## config.mk

```make
export PLATFORM = sky130hd
export DESIGN_NAME = evt_stats
export DESIGN_NICKNAME = d
export VERILOG_FILES = /design/src/rtl/evt_stats_pkg.sv /design/src/rtl/evt_stats_edge.sv /design/src/rtl/evt_stats_cnt.sv /design/src/rtl/evt_stats_rdmux.sv /design/src/rtl/evt_stats.sv
export SDC_FILE = /design/constraint.sdc
export NUM_CORES = 1
export LEC_CHECK = 0
export CORE_MARGIN = 1
export CORE_UTILIZATION = 50
export DETAILED_ROUTE_END_ITERATION = 12
export DONT_BUFFER_PORTS = 1
export PLACE_DENSITY_LB_ADDON = 0.05
export SLEW_MARGIN = 30
export SYNTH_ARGS = -nofsm -noshare
export SYNTH_HDL_FRONTEND = slang
export SYNTH_SLANG_ARGS = --single-unit
```

## constraint.sdc

```tcl
create_clock -name clk -period 2.5 [get_ports clk]
set_input_delay 0.5 -clock clk [delete_from_list [all_inputs] [get_ports clk]]
set_output_delay 0.5 -clock clk [all_outputs]
set_load 0.02 [all_outputs]
```

## src/rtl/evt_stats_pkg.sv

```systemverilog
package evt_stats_pkg;
  localparam int unsigned BUS_W = 32;

  typedef enum logic [1:0] {
    SEL_NONE,
    SEL_CTRL,
    SEL_LINK,
    SEL_IRQ
  } sel_e;
endpackage

```

## src/rtl/evt_stats_edge.sv

```systemverilog
module evt_stats_edge (
  input  logic clk,
  input  logic rst,
  input  logic lvl,
  output logic rise
);
  logic lvl_q;

  always_ff @(posedge clk) begin
    if (rst) lvl_q <= 1'b0;
    else     lvl_q <= lvl;
  end

  assign rise = lvl & ~lvl_q;
endmodule

```

## src/rtl/evt_stats_cnt.sv

```systemverilog
module evt_stats_cnt #(
  parameter int unsigned W = 16
) (
  input  logic         clk,
  input  logic         rst,
  input  logic         clr,
  input  logic         inc,
  output logic [W-1:0] cnt
);
  localparam logic [W-1:0] TOP = {W{1'b1}};

  // clear wins over increment; stop at the top value
  always_ff @(posedge clk) begin
    if (rst || clr)              cnt <= '0;
    else if (inc && cnt != TOP)  cnt <= cnt + 1'b1;
  end
endmodule

```

## src/rtl/evt_stats_rdmux.sv

```systemverilog
module evt_stats_rdmux
  import evt_stats_pkg::*;
#(
  parameter int unsigned ADDR_W    = 12,
  parameter int unsigned CNT_W     = 16,
  parameter int unsigned N_SRC     = 8,
  parameter int unsigned CTRL_ADDR = 12'h0B0,
  parameter int unsigned IRQ_BASE  = 12'h0B4
) (
  input  logic                     clk,
  input  logic                     rst,
  input  logic                     rd_en,
  input  logic [ADDR_W-1:0]        rd_addr,
  input  logic [CNT_W-1:0]         link_cnt,
  input  logic [N_SRC*CNT_W-1:0]   irq_cnt,
  output logic [BUS_W-1:0]         rd_data
);
  localparam int unsigned PER_WORD = BUS_W / CNT_W;
  localparam int unsigned N_WORDS  = (N_SRC + PER_WORD - 1) / PER_WORD;
  localparam int unsigned IDX_W    = (N_WORDS > 1) ? $clog2(N_WORDS) : 1;

  logic [N_WORDS*BUS_W-1:0] irq_words;
  sel_e                     sel;
  logic [IDX_W-1:0]         idx;
  logic [BUS_W-1:0]         nxt;

  always_comb begin
    irq_words = '0;
    irq_words[N_SRC*CNT_W-1:0] = irq_cnt;
  end

  always_comb begin
    sel = SEL_NONE;
    idx = '0;
    if (rd_addr == ADDR_W'(CTRL_ADDR))          sel = SEL_CTRL;
    else if (rd_addr == ADDR_W'(CTRL_ADDR + 1)) sel = SEL_LINK;
    else begin
      for (int k = 0; k < N_WORDS; k++) begin
        if (rd_addr == ADDR_W'(IRQ_BASE + k)) begin
          sel = SEL_IRQ;
          idx = IDX_W'(k);
        end
      end
    end
  end

  always_comb begin
    nxt = '0;
    case (sel)
      SEL_LINK: nxt[CNT_W-1:0] = link_cnt;
      SEL_IRQ:  nxt = irq_words[idx*BUS_W +: BUS_W];
      default:  nxt = '0;
    endcase
  end

  always_ff @(posedge clk) begin
    if (rst)        rd_data <= '0;
    else if (rd_en) rd_data <= nxt;
  end
endmodule

```

## src/rtl/evt_stats.sv

```systemverilog
module evt_stats
  import evt_stats_pkg::*;
#(
  parameter int unsigned ADDR_W    = 12,
  parameter int unsigned CNT_W     = 16,
  parameter int unsigned N_SRC     = 8,
  parameter int unsigned CTRL_ADDR = 12'h0B0,
  parameter int unsigned IRQ_BASE  = 12'h0B4
) (
  input  logic              clk,
  input  logic              rst,
  input  logic              link_en,
  input  logic [N_SRC-1:0]  irq_evt,
  input  logic              wr_en,
  input  logic [ADDR_W-1:0] wr_addr,
  input  logic [31:0]       wr_data,
  input  logic              rd_en,
  input  logic [ADDR_W-1:0] rd_addr,
  output logic [31:0]       rd_data
);
  logic                   clr_hit;
  logic                   link_rise;
  logic [CNT_W-1:0]       link_cnt_q;
  logic [N_SRC*CNT_W-1:0] irq_cnt_q;
  logic                   unused_wr_bits;

  assign clr_hit = wr_en && (wr_addr == ADDR_W'(CTRL_ADDR)) && wr_data[0];
  assign unused_wr_bits = ^wr_data[BUS_W-1:1];

  evt_stats_edge u_edge (
    .clk  (clk),
    .rst  (rst),
    .lvl  (link_en),
    .rise (link_rise)
  );

  evt_stats_cnt #(.W(CNT_W)) u_link_cnt (
    .clk (clk),
    .rst (rst),
    .clr (clr_hit),
    .inc (link_rise),
    .cnt (link_cnt_q)
  );

  for (genvar i = 0; i < N_SRC; i++) begin : g_irq
    evt_stats_cnt #(.W(CNT_W)) u_irq_cnt (
      .clk (clk),
      .rst (rst),
      .clr (clr_hit),
      .inc (irq_evt[i]),
      .cnt (irq_cnt_q[i*CNT_W +: CNT_W])
    );
  end

  evt_stats_rdmux #(
    .ADDR_W    (ADDR_W),
    .CNT_W     (CNT_W),
    .N_SRC     (N_SRC),
    .CTRL_ADDR (CTRL_ADDR),
    .IRQ_BASE  (IRQ_BASE)
  ) u_rdmux (
    .clk      (clk),
    .rst      (rst),
    .rd_en    (rd_en),
    .rd_addr  (rd_addr),
    .link_cnt (link_cnt_q),
    .irq_cnt  (irq_cnt_q),
    .rd_data  (rd_data)
  );
endmodule

```

## Yosys cells after proc, flatten, opt, wreduce, memory -nomap -nowiden

Index checks and enable logic that the tools add are counted.

- $add $sub $neg: 9
- Equality and inequality tests: 18
- Shift-type cells: 1
- Mux-type cells: 13
- Bitwise logic cells: 2
- Reductions and logical operators: 12

Operators with widths:

| operator | count |
|---|---|
| $add 16x1->16 const B | 9 |
| $ne 16x16->1 const B | 9 |
| $shiftx 128x8->32 | 1 |
| $eq 12x8->1 const B | 7 |
| $pmux 16 s2 | 1 |
| $mux 2 | 10 |
| $mux 16 | 1 |
| $logic_and 1x1->1 | 11 |
| $eq 2x2->1 const B | 2 |
| $and 1x1->1 | 1 |
| $logic_or 1x1->1 | 1 |
| $mux 1 | 1 |
| $not 1->1 | 1 |

- Register bits: 177
- Input port bits: 69
- Output and inout port bits: 32

## Logic depth before layout (Yosys ltp)

Gate-level depths: netlist of the first run.

- Depth in word-level cells: 9
- Depth in mapped cells: 7
- Mapped depth without buffers: 5

## Hierarchy

From an unflattened synthesis of the first run, not the netlist that was laid out.

- Cells, all modules: 1104
- Area, all modules: 9947.0 um^2

Modules (own cells, without submodules):

| module | times used | cells an instance | area each (um^2) | seq. area each (um^2) |
|---|---|---|---|---|
| evt_stats_cnt | 9 | 95 | 847.1 | 320.3 |
| evt_stats_rdmux | 1 | 241 | 2228.4 | 640.6 |
| evt_stats | 1 | 5 | 47.5 | 0.0 |
| evt_stats_edge | 1 | 3 | 47.5 | 20.0 |

## Least setup slack after synthesis of the first run

No wires, ideal clock.

- Kind: input -> register
- From: input port rd_addr[11]
- To: register u_rdmux.rd_data[14]
- Setup time: 0.132 ns
- Arrival time: 1.867 ns
- Data required time: 2.368 ns
- Path slack: 0.500 ns
- Stages: 6
- Cells stage by stage: buf_6 > or3_4 > or4_4 > buf_6 > o2111ai_1 > a21oi_1

- Longest elaborated chain between the ends: 9
- Elaborated cells on any way between the ends: 21

Ends and longest elaborated chain:

| item | line | text |
|---|---|---|
| from (decl) | evt_stats.sv:18 | `input logic [ADDR_W-1:0] rd_addr,` |
| parallel branches: the longest is 8 deep, another holds $shiftx 128x8->32 | n/a |  |
| $pmux 16 s2 (*) | evt_stats_rdmux.sv:49 | `case (sel)` |
| to (signal assigned) | evt_stats_rdmux.sv:58 | `else if (rd_en) rd_data <= nxt;` |
| to (decl) | evt_stats_rdmux.sv:16 | `output logic [BUS_W-1:0] rd_data` |

Mark *: on every way between the ends.
A chain may end at the register's enable or synchronous reset.

## Worst setup path in the final report of the first run

- From: register g_irq[6].u_irq_cnt.cnt[0]
- To: register g_irq[6].u_irq_cnt.cnt[8]

- Longest elaborated chain between the ends: 2
- Elaborated cells on any way between the ends: 3

Ends and longest elaborated chain:

| item | line | text |
|---|---|---|
| from (decl) | evt_stats_cnt.sv:8 | `output logic [W-1:0] cnt` |
| from (signal assigned) | evt_stats_cnt.sv:15 | `else if (inc && cnt != TOP) cnt <= cnt + 1'b1;` |
| parallel branches: the longest is 2 deep, another holds $add 16x1->16 | n/a |  |

Parallel ways; which one is timed is not known.

==> metrics.txt, run 1 <==
Hold EP=u_rdmux.rd_data[9]; syn_nets=1257; # DRC=0; vias in the first global route=7821; number of max-cap violations=0; setup TNS=0 ps; Starting Density=50.8%; DR iter-0 viols=546; Routed WL per cell=17.9 um; HPWL after DPL=18300 um; synthesized area=9860 sq um; Crit Path Max Fanout=8; hold_sp=rst; largest net degree at the start of global routing=77; Setup crit end kind=register; Mapped Cells=1179; VDD IR-drop max=425 uV; cell row count=51; Peak Freq=505 MHz; die height=142 um; Post-DRT Antenna Nets=0; Post-CTS Resized=0; # diodes=0; Clock transition at path regs=80 ps; clock sinks=177; final core occ=55.2%; grt ovf=0; Tot GR Track Use=25.8%; Reg area=3540 sq um; CTS Buffer Depth=2; final worst-path cycle share=79.2%; TritonCTS clock tree=yes; fraction of layout cells with a size suffix above 1=8.89%; worst r2r src=g_irq[6].u_irq_cnt.cnt[0]; clk_lat worst skew=430 ps; startpoint types=register; Slowest-stage cell, CP=or4_1; status=complete, no violations; fin nets=1235; Setup-failing EPs final=0; die width=142 um; Die Area=20300 sq um; Final Hold Vio Count=0; area occupied by multi-input gates=5950 sq um; Core Area=19400 sq um; Worst Hold Depth=1; Worst-Margin Slew=739 ps; Post-synth top flop=dfxtp_1; r2r setup slk=520 ps; first-pass GRT wire length=41200 um; Routed WL=25700 um; EDFF count, synth=0; IO Port Bufs=0; CTS Hold Bufs=0; Synth async-reset ratio=0%; initial antenna violation count=0; CP Class=reg -> reg; via/cell ratio=6.23; max incr delay on CP=560 ps; CTS Root Buffer Type=clkbuf_16; Slew Viols, Final=0; # fillers=1857; most common cell after layout, fill and taps aside=dfxtp_1; Tmin final=1980 ps; crit path DAT=2350 ps; #FFs+latches synth=177; Pwr Density=539 nW/um^2; r2r endpoint=g_irq[6].u_irq_cnt.cnt[8]; Worst path top cell family by delay=simple AND/OR/NAND/NOR gates; commonest non-fill, non-tap cells in the layout=177 x dfxtp_1, 132 x nand2_1, 92 x a21oi_1, 64 x nand3_1, 56 x mux2i_1; area delta synth->final=8.60%; CP bufs+invs=0; Vias=8939; Req. time, crit path=2870 ps; RSZ-0062 raised after global routing=false; total CTS buffers=17; count of different cell masters after synthesis=72; skew final=13.0 ps; crit path cell chain=ha_1, and4_1, nand3_1, or4_1, a21oi_1; worst min path class=in -> reg; drt pass-1 iters=5; synth warn=0; H-tree Lvls=4; max_slew headroom=50.0%; P_leak=3.40 nW; io pins=101; worst reg-to-reg path cell count=5; Post-CTS Setup Bufs=0; Final Wtd Congestion=0.819; register area share after synthesis=35.9%; Syn Area/Cell=8.36 sq um
## registers in the layout, summed over array words and instances, names as in the netlist
signal and cells:
u_edge.lvl_q 1, u_link_cnt.cnt 16, u_rdmux.rd_data 32, g_irq.u_irq_cnt.cnt 128
## synth_stat cells (26+ instances only)
| cell | number | area share, % |
|---|---|---|
| dfxtp_1 | 177 | 36 |
| nor2_1 | 40 | 1.5 |
| nand2b_1 | 38 | 2.4 |
| nand4_1 | 52 | 3.3 |
| clkbuf_1 | 35 | 1.3 |
| a21oi_1 | 92 | 4.7 |
| nand2_1 | 132 | 5.0 |
| mux2i_1 | 56 | 5.7 |
| or4_1 | 26 | 2.0 |
| o31ai_1 | 40 | 3.0 |
| nand3_1 | 64 | 3.2 |
| buf_2 | 28 | 1.4 |
| or3_1 | 38 | 2.4 |
| o21ai_0 | 47 | 2.4 |
## final cells by class
type                            count  share of cell area, %
Clock buffer                       19                   4.14
Clock inverter                     13                   1.19
Inverter                           21                  0.736
Multi-Input combinational cell    913                   55.5
Sequential cell                   177                   33.1
Tap cell                          265                   3.10
Timing Repair Buffer               27                   2.24
## report_power, final
part	total, mW	internal, mW	switching (mW)
combinational	0.253	0.107	0.146
clock	2.63	1.42	1.21
sequential	2.89	2.85	0.0444
## worst max-delay path by stage
stage,from,end,slack (ps),cells past startpoint
6_report,g_irq[6].u_irq_cnt.cnt[0],g_irq[6].u_irq_cnt.cnt[8],520,5
5_1_grt,g_irq[1].u_irq_cnt.cnt[0],g_irq[1].u_irq_cnt.cnt[4],310,5
4_1_cts,g_irq[6].u_irq_cnt.cnt[0],g_irq[6].u_irq_cnt.cnt[8],510,5
3_5_place_dp,rd_addr[9],u_rdmux.rd_data[3],330,4
3_3_place_gp,rd_addr[9],u_rdmux.rd_data[3],320,4
2_1_floorplan,rd_addr[11],u_rdmux.rd_data[14],500,6
## layer usage
metal  global-route usage, %  share of wire, %  up-vias
met5                       0                 0        -
met4                    6.06              0.81        0
met3                    6.36               6.2       11
met2                    40.0                44      184
met1                    35.9                49     4220
li1                        -                 -     4524
## metrics by stage
step	instance area (sq um)	hold slack, ps	setup WS, ps	instances	power, mW
6_report	10700	133	521	1435	5.78
5_1_grt	10700	107	306	1435	5.99
4_1_cts	10700	118	512	1435	5.84
3_5_place_dp	10100	484	331	1403	3.21
3_3_place_gp	10100	474	323	1403	3.21
2_1_floorplan	9860	451	500	1179	3.17
## logic make-up after synthesis
kind of cell | count (synthesis) | share of synthesized area [%]
and+or+nand+nor | 521 | 30.0
AOI/OAI and AO/OA | 304 | 20.5
DFF | 177 | 35.9
buffers and inverters | 89 | 3.91
muxes | 75 | 8.20
adders and majority gates | 9 | 1.14
xor gates and xnor gates | 4 | 0.355
No activity file was read; power rests on OpenSTA's default activity.
==> inputs of run 2 (changes only) <==
==> constraint.sdc (replaced) <==
create_clock -name clk -period 2 [get_ports clk]
set_input_delay 0.4 -clock clk [delete_from_list [all_inputs] [get_ports clk]]
set_output_delay 0.4 -clock clk [all_outputs]
set_load 0.02 [all_outputs]
==> metrics.txt, run 2 (synthesis results as in run 1) <==
Tot Pwr=7.14 mW (was 5.78 mW); combinational power share=5.0% (was 4.4%); fin nets=1290 (was 1235); Clock Power Share=44.5% (was 45.5%); Routed WL=26200 um (was 25700 um); Clock transition at path regs=70 ps (was 80 ps); Peak Freq=541 MHz (was 505 MHz); number of max-cap violations=0 (unchanged); grt ovf=0 (unchanged); Core Area=19400 sq um (unchanged); RSZ-0062 raised after global routing=false (unchanged); total CTS buffers=17 (unchanged); drt pass-1 iters=7 (was 5); initial antenna violation count=0 (unchanged); die height=142 um (unchanged); DR iter-0 viols=557 (was 546); area delta synth->final=12.8% (was 8.60%); Placed Cells=1457 (was 1403); final worst-path cycle share=92.4% (was 79.2%); # DRC=0 (unchanged); NetSw=1.72 mW (was 1.40 mW); Worst Hold Depth=1 (unchanged); clk_lat worst skew=440 ps (was 430 ps); HPWL after DPL=19000 um (was 18300 um); Slew Viols, Final=0 (unchanged); Crit Path Max Fanout=7 (was 8); WL met1=12900 um (was 12600 um); switching power share of the total=24.1% (was 24.2%); commonest non-fill, non-tap cells in the layout=177 x dfxtp_1, 132 x nand2_1, 92 x a21oi_1, 78 x buf_4, 64 x nand3_1 (was 177 x dfxtp_1, 132 x nand2_1, 92 x a21oi_1, 64 x nand3_1, 56 x mux2i_1); worst reg-to-reg path cell count=5 (unchanged); worst r2r src=g_irq[4].u_irq_cnt.cnt[0] (was g_irq[6].u_irq_cnt.cnt[0]); TritonCTS clock tree=yes (unchanged); Vias=9129 (was 8939); Final Non-Filler Cells=1490 (was 1435); largest net degree at the start of global routing=45 (was 77); Post-DRT Antenna Nets=0 (unchanged); r2r endpoint=g_irq[4].u_irq_cnt.cnt[10] (was g_irq[6].u_irq_cnt.cnt[8]); startpoint types=register (unchanged); vias in the first global route=8208 (was 7821); VDD IR-drop max=473 uV (was 425 uV); CTS Hold Bufs=0 (unchanged); Tot GR Track Use=26.8% (was 25.8%); # diodes=0 (unchanged); setup TNS=0 ps (unchanged); Starting Density=50.8% (unchanged); IO Port Bufs=0 (unchanged); io pins=101 (unchanged); Routed WL per cell=17.6 um (was 17.9 um); status=complete, no violations (unchanged); most common cell after layout, fill and taps aside=dfxtp_1 (unchanged); area occupied by multi-input gates=5950 sq um (about the same); final core occ=57.3% (was 55.2%); Sequential Power Share=50.6% (was 50.1%); Final Hold Vio Count=0 (unchanged); H-tree Lvls=4 (unchanged); crit path DAT=2220 ps (was 2350 ps); max_slew headroom=64.1% (was 50.0%); WL met3=1500 um (was 1590 um); die width=142 um (unchanged); biggest regs=g_irq.u_irq_cnt.cnt x128, u_rdmux.rd_data x32, u_link_cnt.cnt x16 (unchanged); Setup crit end kind=register (unchanged); Hold EP=u_rdmux.rd_data[9] (unchanged); via/cell ratio=6.13 (was 6.23); Setup-failing EPs final=0 (unchanged); P_leak=3.67 nW (was 3.40 nW); CP Class=reg -> reg (unchanged); Reg area=3540 sq um (unchanged); Req. time, crit path=2370 ps (was 2870 ps); # fillers=1851 (was 1857); Final Wtd Congestion=0.849 (was 0.819); skew final=9.73 ps (was 13.0 ps); r2r setup slk=150 ps (was 520 ps); worst min path class=in -> reg (unchanged); routed wl met2=11500 um (was 11300 um); Worst-Margin Slew=525 ps (was 739 ps); Tmin final=1850 ps (was 1980 ps); Die Area=20300 sq um (unchanged); clock sinks=177 (unchanged); Pwr Density=642 nW/um^2 (was 539 nW/um^2); hold_sp=rst (unchanged); Power Internal=5.41 mW (was 4.38 mW); max reg flops=128 (unchanged); CTS Buffer Depth=2 (unchanged); cell row count=51 (unchanged); Reg with most FFs=g_irq.u_irq_cnt.cnt (unchanged); Top Metal Used=met4 (unchanged); first-pass GRT wire length=42800 um (was 41200 um); fraction of layout cells with a size suffix above 1=13.1% (was 8.89%); CTS Root Buffer Type=clkbuf_16 (unchanged)
[run 2: cell count changes in the layout (fill, tap and decap cells not counted), sizes merged]
cell      change
buf          +55
inv           -4
clkbuf        +2
clkinv        +2
bufinv        -1
clkinvlp      +1
[run 2: how the worst max path moves through the flow]
| stage | cells after the start | to | from |
|---|---|---|---|
| floorplan | 6 | u_rdmux.rd_data[14] | rd_addr[11] |
| global placement | 5 | u_rdmux.rd_data[21] | rd_addr[9] |
| detailed placement | 5 | u_rdmux.rd_data[23] | rd_addr[9] |
| CTS | 4 | u_link_cnt.cnt[9] | u_link_cnt.cnt[4] |
| global route | 5 | g_irq[4].u_irq_cnt.cnt[10] | g_irq[4].u_irq_cnt.cnt[0] |
| finish | 5 | g_irq[4].u_irq_cnt.cnt[10] | g_irq[4].u_irq_cnt.cnt[0] |
[run 2: what timing repair did]
action / CTS / global route
hold endpoints to repair: 0 / 0
buffers inserted: 0 / 1
endpoints found under the setup margin: 0 / 3
resized for setup: 0 / 1
[run 2: final cells by class]
type,instances,area share (%)
clock buffer,21,4.23
clock inverter,11,0.731
inverter,21,0.709
multi-input combinational,913,53.5
sequential,177,31.9
tap,265,2.98
timing repair buffer,82,5.98
[run 2: metal layers]
metal	track usage, %	up-vias
li1	-	4615
met5	0	-
met1	37.9	4292
met4	7.24	0
met3	5.45	25
met2	41.3	197
[run 2: metrics by stage]
| step | hold WS, ps | setup slack [ps] | cell area (sq um) |
|---|---|---|---|
| 2_1_floorplan | 451 | 100 | 9860 |
| 3_3_place_gp | 479 | 110 | 10600 |
| 3_5_place_dp | 484 | 77.4 | 10600 |
| 4_1_cts | 11.0 | 138 | 11100 |
| 5_1_grt | 5.05 | 41.9 | 11100 |
| 6_report | 26.2 | 152 | 11100 |
[run 2: power by group through the flow]
stage / Combinational, mW / Clock, mW / Sequential (mW)
floorplan: 0.286 / 0 / 3.68
global placement: 0.351 / 0 / 3.69
detailed placement: 0.355 / 0 / 3.69
CTS: 0.356 / 3.23 / 3.61
global route: 0.398 / 3.39 / 3.61
finish: 0.355 / 3.17 / 3.61
[run 2: worst max-delay path, cell delays in order (launching register included)]
cell	delay (ps)
dfxtp_1	420
ha_1	300
and4_1	280
nand2_1	140
or4_1	500
a21oi_1	150
